`config.mk`:
```
export PLATFORM = sky130hd
export DESIGN_NAME = skey_guard
export DESIGN_NICKNAME = d
export VERILOG_FILES = /design/src/rtl/skey_pkg.sv /design/src/rtl/skey_table.sv /design/src/rtl/skey_judge.sv /design/src/rtl/skey_guard.sv
export SDC_FILE = /design/constraint.sdc
export NUM_CORES = 1
export LEC_CHECK = 0
export ABC_AREA = 1
export BUFFER_PORTS_ARGS = -buffer_cell sky130_fd_sc_hd__buf_2
export CORE_MARGIN = 2
export CORE_UTILIZATION = 39
export DETAILED_ROUTE_END_ITERATION = 8
export PLACE_DENSITY_LB_ADDON = 0.15
export SYNTH_ARGS = -nofsm -noshare
export SYNTH_HDL_FRONTEND = slang
export SYNTH_SLANG_ARGS = --single-unit
export TNS_END_PERCENT = 10
```
`constraint.sdc`:
```
create_clock -name clk -period 1.6 [get_ports clk]
set_input_delay 0.24 -clock clk [delete_from_list [all_inputs] [get_ports clk]]
set_output_delay 0.24 -clock clk [all_outputs]
set_load 0.01 [all_outputs]
```
`src/rtl/skey_pkg.sv`:
```
package skey_pkg;
    localparam int KEY_W = 5;
    localparam int ACC_W = 4;

    typedef enum logic [1:0] {
        OP_READ  = 2'b00,
        OP_WRITE = 2'b01,
        OP_SETK  = 2'b10,
        OP_INSK  = 2'b11
    } op_e;

    typedef enum logic [2:0] {
        ST_IDLE  = 3'd0,
        ST_PASS  = 3'd1,
        ST_KEYRD = 3'd2,
        ST_PROT  = 3'd3,
        ST_PRIV  = 3'd4
    } st_e;

    localparam logic [1:0] KIND_NONE = 2'b00;
    localparam logic [1:0] KIND_PROT = 2'b01;
    localparam logic [1:0] KIND_PRIV = 2'b10;
endpackage

```
`src/rtl/skey_table.sv`:
```
module skey_table #(
    parameter int NUM_BLOCKS = 64,
    parameter int IDX_W      = 6,
    parameter int KEY_W      = 5
) (
    input  logic             clk,
    input  logic             rst_n,
    input  logic             we,
    input  logic [IDX_W-1:0] idx,
    input  logic [KEY_W-1:0] wkey,
    output logic [KEY_W-1:0] rkey
);
    logic [KEY_W-1:0] ent [NUM_BLOCKS];

    // One key register per block; only the indexed one takes a write.
    for (genvar g = 0; g < NUM_BLOCKS; g++) begin : g_blk
        logic [KEY_W-1:0] k_q;
        always_ff @(posedge clk or negedge rst_n) begin
            if (!rst_n) begin
                k_q <= '0;
            end else if (we && (idx == IDX_W'(g))) begin
                k_q <= wkey;
            end
        end
        assign ent[g] = k_q;
    end

    assign rkey = ent[idx];
endmodule

```
`src/rtl/skey_judge.sv`:
```
module skey_judge
    import skey_pkg::*;
(
    input  logic             req_valid,
    input  logic [1:0]       req_op,
    input  logic [ACC_W-1:0] psw_key,
    input  logic             supv,
    input  logic [KEY_W-1:0] blk_key,
    output st_e              verdict,
    output logic             tbl_we
);
    op_e  op;
    logic code_hit;
    logic guard;

    assign op       = op_e'(req_op);
    assign code_hit = (psw_key == '0) || (psw_key == blk_key[ACC_W-1:0]);
    assign guard    = blk_key[KEY_W-1];

    always_comb begin
        verdict = ST_IDLE;
        tbl_we  = 1'b0;
        if (req_valid) begin
            unique case (op)
                OP_READ:  verdict = (code_hit || !guard) ? ST_PASS : ST_PROT;
                OP_WRITE: verdict = code_hit ? ST_PASS : ST_PROT;
                OP_SETK: begin
                    verdict = supv ? ST_PASS : ST_PRIV;
                    tbl_we  = supv;
                end
                OP_INSK:  verdict = supv ? ST_KEYRD : ST_PRIV;
            endcase
        end
    end
endmodule

```
`src/rtl/skey_guard.sv`:
```
module skey_guard
    import skey_pkg::*;
#(
    parameter int ADDR_W     = 20,
    parameter int NUM_BLOCKS = 64,
    parameter int BLK_SHIFT  = 11
) (
    input  logic              clk,
    input  logic              rst_n,
    input  logic              req_valid,
    input  logic [1:0]        req_op,
    input  logic [ADDR_W-1:0] req_addr,
    input  logic [3:0]        psw_key,
    input  logic              supv,
    input  logic [4:0]        set_key,
    output logic              resp_valid,
    output logic              resp_ok,
    output logic              resp_viol,
    output logic [1:0]        viol_kind,
    output logic [ADDR_W-1:0] viol_addr,
    output logic [4:0]        key_out
);
    localparam int IDX_W = $clog2(NUM_BLOCKS);

    logic [IDX_W-1:0]  blk_idx;
    logic [KEY_W-1:0]  blk_key;
    logic              tbl_we;
    st_e               verdict;
    st_e               st_q;
    logic [ADDR_W-1:0] addr_q;
    logic [KEY_W-1:0]  key_q;

    assign blk_idx = req_addr[BLK_SHIFT +: IDX_W];

    skey_table #(
        .NUM_BLOCKS (NUM_BLOCKS),
        .IDX_W      (IDX_W),
        .KEY_W      (KEY_W)
    ) u_table (
        .clk   (clk),
        .rst_n (rst_n),
        .we    (tbl_we),
        .idx   (blk_idx),
        .wkey  (set_key),
        .rkey  (blk_key)
    );

    skey_judge u_judge (
        .req_valid (req_valid),
        .req_op    (req_op),
        .psw_key   (psw_key),
        .supv      (supv),
        .blk_key   (blk_key),
        .verdict   (verdict),
        .tbl_we    (tbl_we)
    );

    // State register: the decision for last cycle's request.
    always_ff @(posedge clk or negedge rst_n) begin
        if (!rst_n) begin
            st_q   <= ST_IDLE;
            addr_q <= '0;
            key_q  <= '0;
        end else begin
            st_q   <= verdict;
            addr_q <= req_addr;
            key_q  <= blk_key;
        end
    end

    // Output decode from the state.
    always_comb begin
        resp_valid = 1'b0;
        resp_ok    = 1'b0;
        resp_viol  = 1'b0;
        viol_kind  = KIND_NONE;
        viol_addr  = '0;
        key_out    = '0;
        unique case (st_q)
            ST_IDLE: ;
            ST_PASS: begin
                resp_valid = 1'b1;
                resp_ok    = 1'b1;
            end
            ST_KEYRD: begin
                resp_valid = 1'b1;
                resp_ok    = 1'b1;
                key_out    = key_q;
            end
            ST_PROT: begin
                resp_valid = 1'b1;
                resp_viol  = 1'b1;
                viol_kind  = KIND_PROT;
                viol_addr  = addr_q;
            end
            ST_PRIV: begin
                resp_valid = 1'b1;
                resp_viol  = 1'b1;
                viol_kind  = KIND_PRIV;
                viol_addr  = addr_q;
            end
            default: ;
        endcase
    end
endmodule

```
Word-level counts from Yosys, hierarchy flattened
Index checks and enable logic that the tools add are counted.
Widths: inputs -> output; s select.
{ "totals": {"ff_bits": 348} }
{ "op_classes": {"n_mux": 17, "reduce_logical": 73, "order_cmp": 1, "bitwise_logic": 1, "n_eq_ne": 71} }
{ "ops": {"columns": ["cell", "count"], "rows": [
  ["$eq 6x6->1 const B", 32],
  ["$eq 6x5->1 const B", 16],
  ["$logic_and 1x1->1", 64],
  ["$eq 6x4->1 const B", 8],
  ["$bmux 5 s6", 1],
  ["$eq 6x3->1 const B", 4],
  ["$mux 20", 1],
  ["$mux 5", 3],
  ["$eq 6x2->1 const B", 2],
  ["$pmux 3 s4", 1],
  ["$mux 3", 3],
  ["$ge 7x7->1 const B", 1],
  ["$not 6->7", 1],
  ["$eq 3x2->1 const B", 2],
  ["$eq 6x1->1 const B", 1],
  ["$logic_not 6->1", 1],
  ["$mux 1", 5],
  ["$eq 2x2->1 const B", 2],
  ["$eq 4x4->1", 1],
  ["$logic_not 4->1", 1],
  ["$mux 2", 2],
  ["$pmux 2 s2", 1],
  ["$reduce_or 2->1", 2],
  ["$reduce_or 4->1", 1],
  ["other kinds (6)", 7]
]} }

Depth between registers and ports, before layout
Gate-level depths: netlist of run 1.
{ "logic_depth": {"word_depth": 10, "depth_mapped": 20} }

Cells and area by module
A second synthesis of run 1 with hierarchy kept.
{ "hier_totals": {"cells_unflattened": 2190, "area_unflattened_um2": 16593.4} }
{ "by_module_without_submodules": {"columns": ["mod", "instances", "area_per_inst_um2", "seq_area_each_um2", "cells_per_inst"], "rows": [
  ["skey_table", 1, 15379.8, 8007.7, 2054],
  ["skey_guard", 1, 1044.8, 700.7, 96],
  ["skey_judge", 1, 168.9, 0.0, 40]
]} }

Worst setup path after synthesis of run 1
OpenSTA, ideal clock, no wires.
{ "synth_path": {"path_type": "input port to flip-flop", "from": "input port req_addr[11]", "to": "register st_q[1]", "path_slack_ns": -0.110, "stages": 19, "required_ns": 1.480, "arrival_time_ns": 1.590, "path_buffers": 3, "cell_sequence": "buf_4 buf_6 buf_2 nand2_1 o21ai_0 nand2_1 nand2_1 nand2_1 nand2_1 nor2_1 nor2_1 nor2_1 nand2_1 nand2_1 nand2_1 nor2_1 nand2_1 nand2_1 a21oi_1"} }
{ "synth_via": {"elab_chain_len": 10, "elab_cells_between_ends": 12} }
{ "synth_lines": {"columns": ["element", "line", "source"], "rows": [
  ["start, declared", "skey_guard.sv:12", "input logic [ADDR_W-1:0] req_addr,"],
  ["$not 6->7 (not written as such) *", "skey_table.sv:28", "assign rkey = ent[idx];"],
  ["$bmux 5 s6 *", "skey_table.sv:28", null],
  ["$mux 5 (not written as such) * (2 in a row)", "skey_table.sv:28", null],
  ["net blk_key[1]", "skey_guard.sv:26", "logic [KEY_W-1:0] blk_key;"],
  ["$eq 4x4->1 *", "skey_judge.sv:17", "assign code_hit = (psw_key == '0) || (psw_key == blk_key[ACC_W-1:0]);"],
  ["$logic_or 1x1->1 *", "skey_judge.sv:17", null],
  ["$logic_or 1x1->1", "skey_judge.sv:25", "OP_READ: verdict = (code_hit || !guard) ? ST_PASS : ST_PROT;"],
  ["$mux 2", "skey_judge.sv:25", null],
  ["$pmux 3 s4 *", "skey_judge.sv:24", "unique case (op)"],
  ["$mux 3 *", "skey_judge.sv:23", "if (req_valid) begin"],
  ["net u_judge.verdict[1]", "skey_judge.sv:9", "output st_e verdict,"],
  ["end signal, assigned", "skey_guard.sv:65", "st_q <= verdict;"],
  ["end, declared", "skey_guard.sv:29", "st_e st_q;"]
]} }
Mark *: on every way through the listed nets, which the timed path passes. The rest lies on a longest branch. The select of a mux whose other input is x is not followed.
A chain may end at the register's enable or synchronous reset.

Worst setup path after layout of run 1
{ "layout_path": {"from": "register st_q[1]", "to": "output port viol_addr[1]"} }
{ "layout_via": {"elab_chain_len": 3, "elab_cells_between_ends": 4} }
{ "layout_lines": {"columns": ["element", "line", "source"], "rows": [
  ["$eq 3x3->1 or $eq 3x2->1 (tied branches)", "skey_guard.sv:79", "unique case (st_q)"],
  ["$reduce_or 2->1 (no source line) *", null, null],
  ["$mux 20 *", "skey_guard.sv:79", null],
  ["end, declared", "skey_guard.sv:20", "output logic [ADDR_W-1:0] viol_addr,"]
]} }
Mark *: on every way between the ends. The rest lies on a longest branch, timed or not.

==> impl_results.md, run 1 <==
* Slew @ Worst Pin at 0.4949 ns
* Pwr per Cell Area at 1012 mW/mm²
* # DRC at 0
* Fin nets at 2279
* Drt pass-1 iters at 5
* Layout Utilization at 49.32%
* Failing checks: setup timing
* Initial antenna violation count at 0
* Chip height at 205.7 µm
* Setup slack at placement at -0.7080 ns
* Share of cells above drive strength 1 at 15.12%
* Critical path arrival at 1.72 ns
* Boundary pin count at 65
* CTS Buf Count at 40
* Area of the multi-input gates at 0.006579 mm²
* Mapped cell area at 0.01587 mm²
* Lkg Pwr at 9.813 nW
* Area Growth Syn to Fin at 24.09%
* Port Buffers at 64
* Syn Nets at 2082
* Grt ovf at 0
* Worst setup EP type: output pin
* FILL cells at 3916
* Routed WL at 49930 µm
* Fmax at 510.5 MHz
* Root Driver: clkbuf_16
* Post-synthesis average cell area at 7.750 µm²
* Register area at 0.008711 mm²
* Post-route setup slack at -0.3589 ns
* # rows at 73
* Global placer's final weighted congestion at 0.8594
* GRT Total Usage at 24.17%
* Ys Warns at 0
* Post-synth cell types at 26
* Synth top area cells: dfrtp_1, nand2_1, o21ai_0, nor2_1, o21ai_1
* Status: finished, violations left
* Vias per inst at 5.053
* Dpl hpwl at 33170 µm
* Total power at 19.92 mW
* RSZ-0062 raised after global routing: true
* Post-DRT Antenna Nets at 0
* Clock buffer depth at 3
* Drt wl/cell at 17.87 µm
* Clock-pin slew on the worst setup and hold paths at 0.06 ns
* HP Class: primary input to register
* Vias in the first global route at 13.61k
* Clock sink count at 348
* Crit share post-route at 122.4%
* Cells along the critical path: nand2_2, nor2_2, nor2_4, clkbuf_16, nor2_1, buf_2
* Cell count after synthesis at 2047
* Post-synthesis sequential area ratio at 54.89%
* Area leader, netlist: dfrtp_1
* Pin count of the biggest net entering global routing at 65
* Worst slew margin at 66.96%
* Crit-path max FO at 11
* Worst skew pair latency at 0.56 ns
* Commonest non-fill, non-tap cell in the layout: nand2_1
* Iter 0 DRT Violations at 1177
* Final slew viol count at 0
* Die area at 0.04231 mm²
* Final hold viol count at 0
* Slowest cell delay on critical path at 0.45 ns
* Core Footprint at 0.03991 mm²
* Buf+Inv Stages, Crit Path at 2
* Detailed-route via count at 14.12k
* Worst vdd ir at 0.0006080 V
* Initial Util at 39.75%
* Final min period at 1.959 ns
* First-pass GRT wire length at 78800 µm
* N_diodes at 0
* Crit-path leading delay family: flip-flops
* Final setup violation count at 31
* Seq cells post-synth at 348
* Max-cap viol count at 0
* CTS H-tree depth at 2
* Clock Skew at 0.01382 ns
* Slowest CP cell: dfrtp_2
* Die W at 205.7 µm
* Commonest cells after routing, fill and taps aside: nand2_1, dfrtp_1, o21ai_0, buf_4, nor2_1
* Worst setup path class: register to output pin
* TNS Setup at -8.400 ns
* WP data required at 1.36 ns
* Area share of the largest cell type after synthesis at 54.89%
* CTS tree: yes
* Startpoint types: register
## logic make-up (layout without fill, tap and decap cells)
family / Yosys count / in the layout / share of synthesized area (%)
buffers and inverters: 145 / 367 / 4.330
AOI/OAI and AO/OA: 350 / 350 / 11.34
and+or+nand+nor: 1204 / 1204 / 29.44
DFF: 348 / 348 / 54.89
## worst reg2reg max path, delay by kind of cell, from the launching register on
family           cells  cell delay [ns]
AO/OA/AOI/OAI        1             0.06
flip-flops           1             0.38
AND/OR/NAND/NOR     15             1.21
## flip-flops by register name, summed over array words and instances, names as in the netlist
signal / count
st_q: 3
addr_q: 20
u_table.g_blk.k_q: 320
key_q: 5
## per-stage QoR
step	area (µm²)	cells	hold slack (ns)
after floorplan	15940	2047	-0.05559
after global placement	18020	2702	0.1797
after detailed placement	18020	2702	0.1796
after CTS	19580	2793	0.002714
after global routing	19690	2794	0.01020
final	19690	2794	0.03682
## timing repair
item / 4_1_cts / 5_1_grt
buffers inserted: 1 / 0
resized for setup: 12 / 36
hold buffers: 22 / 0
gates cloned: 1 / 1
pin swaps: 3 / 12
setup endpoints to repair: 31 / 90
endpoints found under the hold margin: 253 / 0
## synth_stat cells
master and n:
nand2_1 1036, dfrtp_1 348, o21ai_0 264, nor2_1 95, o21ai_1 60, nand3_1 53, inv_1 46, clkbuf_1 39
buf_2 28, a22oi_1 17, buf_4 14, inv_2 8, buf_6 7, a21oi_1 5, nor2_2 5, a31oi_1 4
nand4_1 3, nor2_4 3, nor3_1 3, clkinv_1 2, nand2_2 2, inv_4 1, nand3b_1 1, nor3b_1 1
nor4_2 1, nor4_4 1
## power by group
group          switching [mW]  internal, mW  total, mW
clock                    3.59          5.41       9.00
combinational            1.09         0.628       1.71
sequential              0.141          9.06       9.20
## routing by layer
layer	global-route usage (%)	part of all wire (%)
met2	36.93	45
met4	6.809	2.4
met5	0	0
met1	35.35	47
met3	4.023	6.4
## cell type report
cell class	count	share of cell area, %
clock buffer	60	6.031
clock inverter	7	0.4576
timing repair buffer	243	11.40
tap	525	3.337
inverter	57	1.112
multi-input combinational	1554	33.42
sequential	348	44.25
## path summary, 6_finish.rpt
| check | startpoint | endpoint | cells past startpoint | slack [ns] |
|---|---|---|---|---|
| worst max-delay path | st_q[1] | viol_addr[1] | 6 | -0.36 |
| worst min register to register | u_table.g_blk[3].k_q[3] | u_table.g_blk[3].k_q[3] | 2 | 0.48 |
| worst max register to register | u_table.g_blk[60].k_q[0] | st_q[1] | 16 | -0.16 |
| min in group asynchronous | rst_n | u_table.g_blk[45].k_q[0] | 2 | 0.19 |
| worst min-delay path | req_addr[16] | addr_q[16] | 2 | 0.04 |
| max in group asynchronous | rst_n | addr_q[5] | 3 | 0.78 |
Note: power is estimated with default switching activity, not from simulation.
==> run 2: changes to the inputs <==
--- a/config.mk
+++ b/config.mk
@@ -10,7 +10,9 @@
 export CORE_MARGIN = 2
 export CORE_UTILIZATION = 39
 export DETAILED_ROUTE_END_ITERATION = 8
+export GPL_ROUTABILITY_DRIVEN = 0
 export PLACE_DENSITY_LB_ADDON = 0.15
+export RECOVER_POWER = 50
 export SYNTH_ARGS = -nofsm -noshare
 export SYNTH_HDL_FRONTEND = slang
 export SYNTH_SLANG_ARGS = --single-unit
==> impl_results.md, run 2 (same netlist as run 1, synthesis figures left out) <==
* Clock-pin slew on the worst setup and hold paths at 0.06 ns (about the same)
* Iter 0 DRT Violations at 1195 (+1.5%)
* Detailed-route via count at 14.13k (+0.11%)
* Register area at 0.008711 mm² (unchanged)
* CTS tree: yes
* Max-cap viol count at 0 (unchanged)
* Chip height at 205.7 µm (unchanged)
* Critical path arrival at 1.71 ns (about the same)
* Initial Util at 39.75% (unchanged)
* Lkg Pwr at 9.771 nW (-0.42%)
* Commonest cells after routing, fill and taps aside: nand2_1, dfrtp_1, o21ai_0, buf_4, nor2_1
* N_diodes at 0 (unchanged)
* CTS H-tree depth at 2 (unchanged)
* Clock buffer depth at 3 (unchanged)
* WP data required at 1.36 ns (about the same)
* WHS Path Cells at 4 (+2)
* Clock Skew at 0.01681 ns (+0.002990 ns)
* Core Footprint at 0.03991 mm² (unchanged)
* Post-DRT Antenna Nets at 0 (unchanged)
* Failing checks: setup timing
* Pwr per Cell Area at 1015 mW/mm² (+0.34%)
* FILL cells at 3935 (+0.49%)
* DP Area at 0.01802 mm² (unchanged)
* Crit share post-route at 121.8% (-0.61 points)
* FF-to-FF setup slack at -0.17 ns (about the same)
* Worst vdd ir at 0.0006090 V (+0.17%)
* HP Class: primary input to register
* Commonest non-fill, non-tap cell in the layout: nand2_1
* Crit-path max FO at 11 (unchanged)
* Die W at 205.7 µm (unchanged)
* Worst skew pair latency at 0.56 ns (about the same)
* CTS Buf Count at 40 (unchanged)
* Biggest register: u_table.g_blk.k_q
* Worst setup EP type: output pin
* Number of cells on the worst reg-to-reg path at 16 (unchanged)
* First-pass GRT wire length at 78800 µm (unchanged)
* Area of the multi-input gates at 0.006579 mm² (unchanged)
* Biggest regs: u_table.g_blk.k_q x320, addr_q x20, key_q x5
* Fmax at 513.0 MHz (+0.50%)
* TNS Setup at -8.162 ns (+0.2376 ns)
* # rows at 73 (unchanged)
* Worst setup path class: register to output pin
* Vias per inst at 5.058 (+0.11%)
* Worst slew margin at 16.62% (-50 points)
* Initial antenna violation count at 0 (unchanged)
* Final slew viol count at 0 (unchanged)
* Routed WL at 50020 µm (+0.19%)
* Port Buffers at 64 (unchanged)
* Pin count of the biggest net entering global routing at 65 (unchanged)
* Startpoint types: register
* Max reg flops at 320 (unchanged)
* Boundary pin count at 65 (unchanged)
* Area Growth Syn to Fin at 23.65%
* Root Driver: clkbuf_16
* Status: finished, violations left
* Vias in the first global route at 13.61k (unchanged)
* Final hold viol count at 0 (unchanged)
* Dpl hpwl at 33170 µm (unchanged)
* Final min period at 1.949 ns (-0.009701 ns)
* Share of cells above drive strength 1 at 14.81% (-0.31 points)
* Layout Utilization at 49.15% (-0.18 points)
* Clock sink count at 348 (unchanged)
* RSZ-0062 raised after global routing: true
* Slew @ Worst Pin at 1.251 ns (+0.7558 ns)
* Grt ovf at 0 (unchanged)
* Die area at 0.04231 mm² (unchanged)
* Post-route setup slack at -0.3492 ns (+0.009701 ns)
* # DRC at 0 (unchanged)
* Drt wl/cell at 17.90 µm (+0.19%)
* GRT Total Usage at 24.17% (unchanged)
* Final setup violation count at 31 (unchanged)
* Fin nets at 2279 (unchanged)
* Design area at 0.01962 mm² (-0.36%)
* Drt pass-1 iters at 6 (+1)
[run 2: stage by stage]
stage          hold slack, ns  setup slack (ns)  cells  power (mW)
2_1_floorplan        -0.05559          -0.06106   2047       10.06
3_3_place_gp           0.1797           -0.6968   2702       10.96
3_5_place_dp           0.1796           -0.7080   2702       10.98
4_1_cts              0.002714           -0.3630   2793       20.16
5_1_grt               0.05752           -0.4419   2794       20.69
6_report              0.06176           -0.3492   2794       19.91
[run 2: cell type report]
class,instances,area share [%]
clock inverter,7,0.4592
timing repair buffer,243,11.08
tap,525,3.348
multi-input combinational,1554,33.54
inverter,57,1.116
clock buffer,60,6.053
sequential,348,44.40
[run 2: per-layer routing]
layer / share of wire, % / track usage, %
met1: 47 / 35.35
met2: 44 / 36.93
met3: 6.3 / 4.023
met4: 2.4 / 6.809
met5: 0 / 0
[run 2: final timing paths]
kind / to / start
worst max-delay path: viol_addr[1] / st_q[1]
worst max register to register: st_q[1] / u_table.g_blk[32].k_q[3]
min in group asynchronous: u_table.g_blk[45].k_q[0] / rst_n
worst min-delay path: st_q[2] / req_op[1]
worst min register to register: u_table.g_blk[11].k_q[0] / u_table.g_blk[11].k_q[0]
max in group asynchronous: u_table.g_blk[15].k_q[4] / rst_n
[run 2: repair_timing]
item	CTS	global route
hold endpoints to repair	253	0
setup endpoints to repair	31	90
cloned	1	1
buffers inserted	1	0
hold buffers	22	0
gates resized for setup	12	36
pin swaps	3	12
[run 2: worst max-delay path, stage by stage (launching register included)]
cell       delay (ns)
dfrtp_2          0.45
nand2_2          0.09
nor2_2           0.05
nor2_4           0.20
clkbuf_16        0.20
nor2_1           0.04
buf_2            0.13
[run 2: where the power goes]
part,internal [mW],switching [mW]
clock network,5.41,3.60
registers,9.06,0.141
logic,0.609,1.09
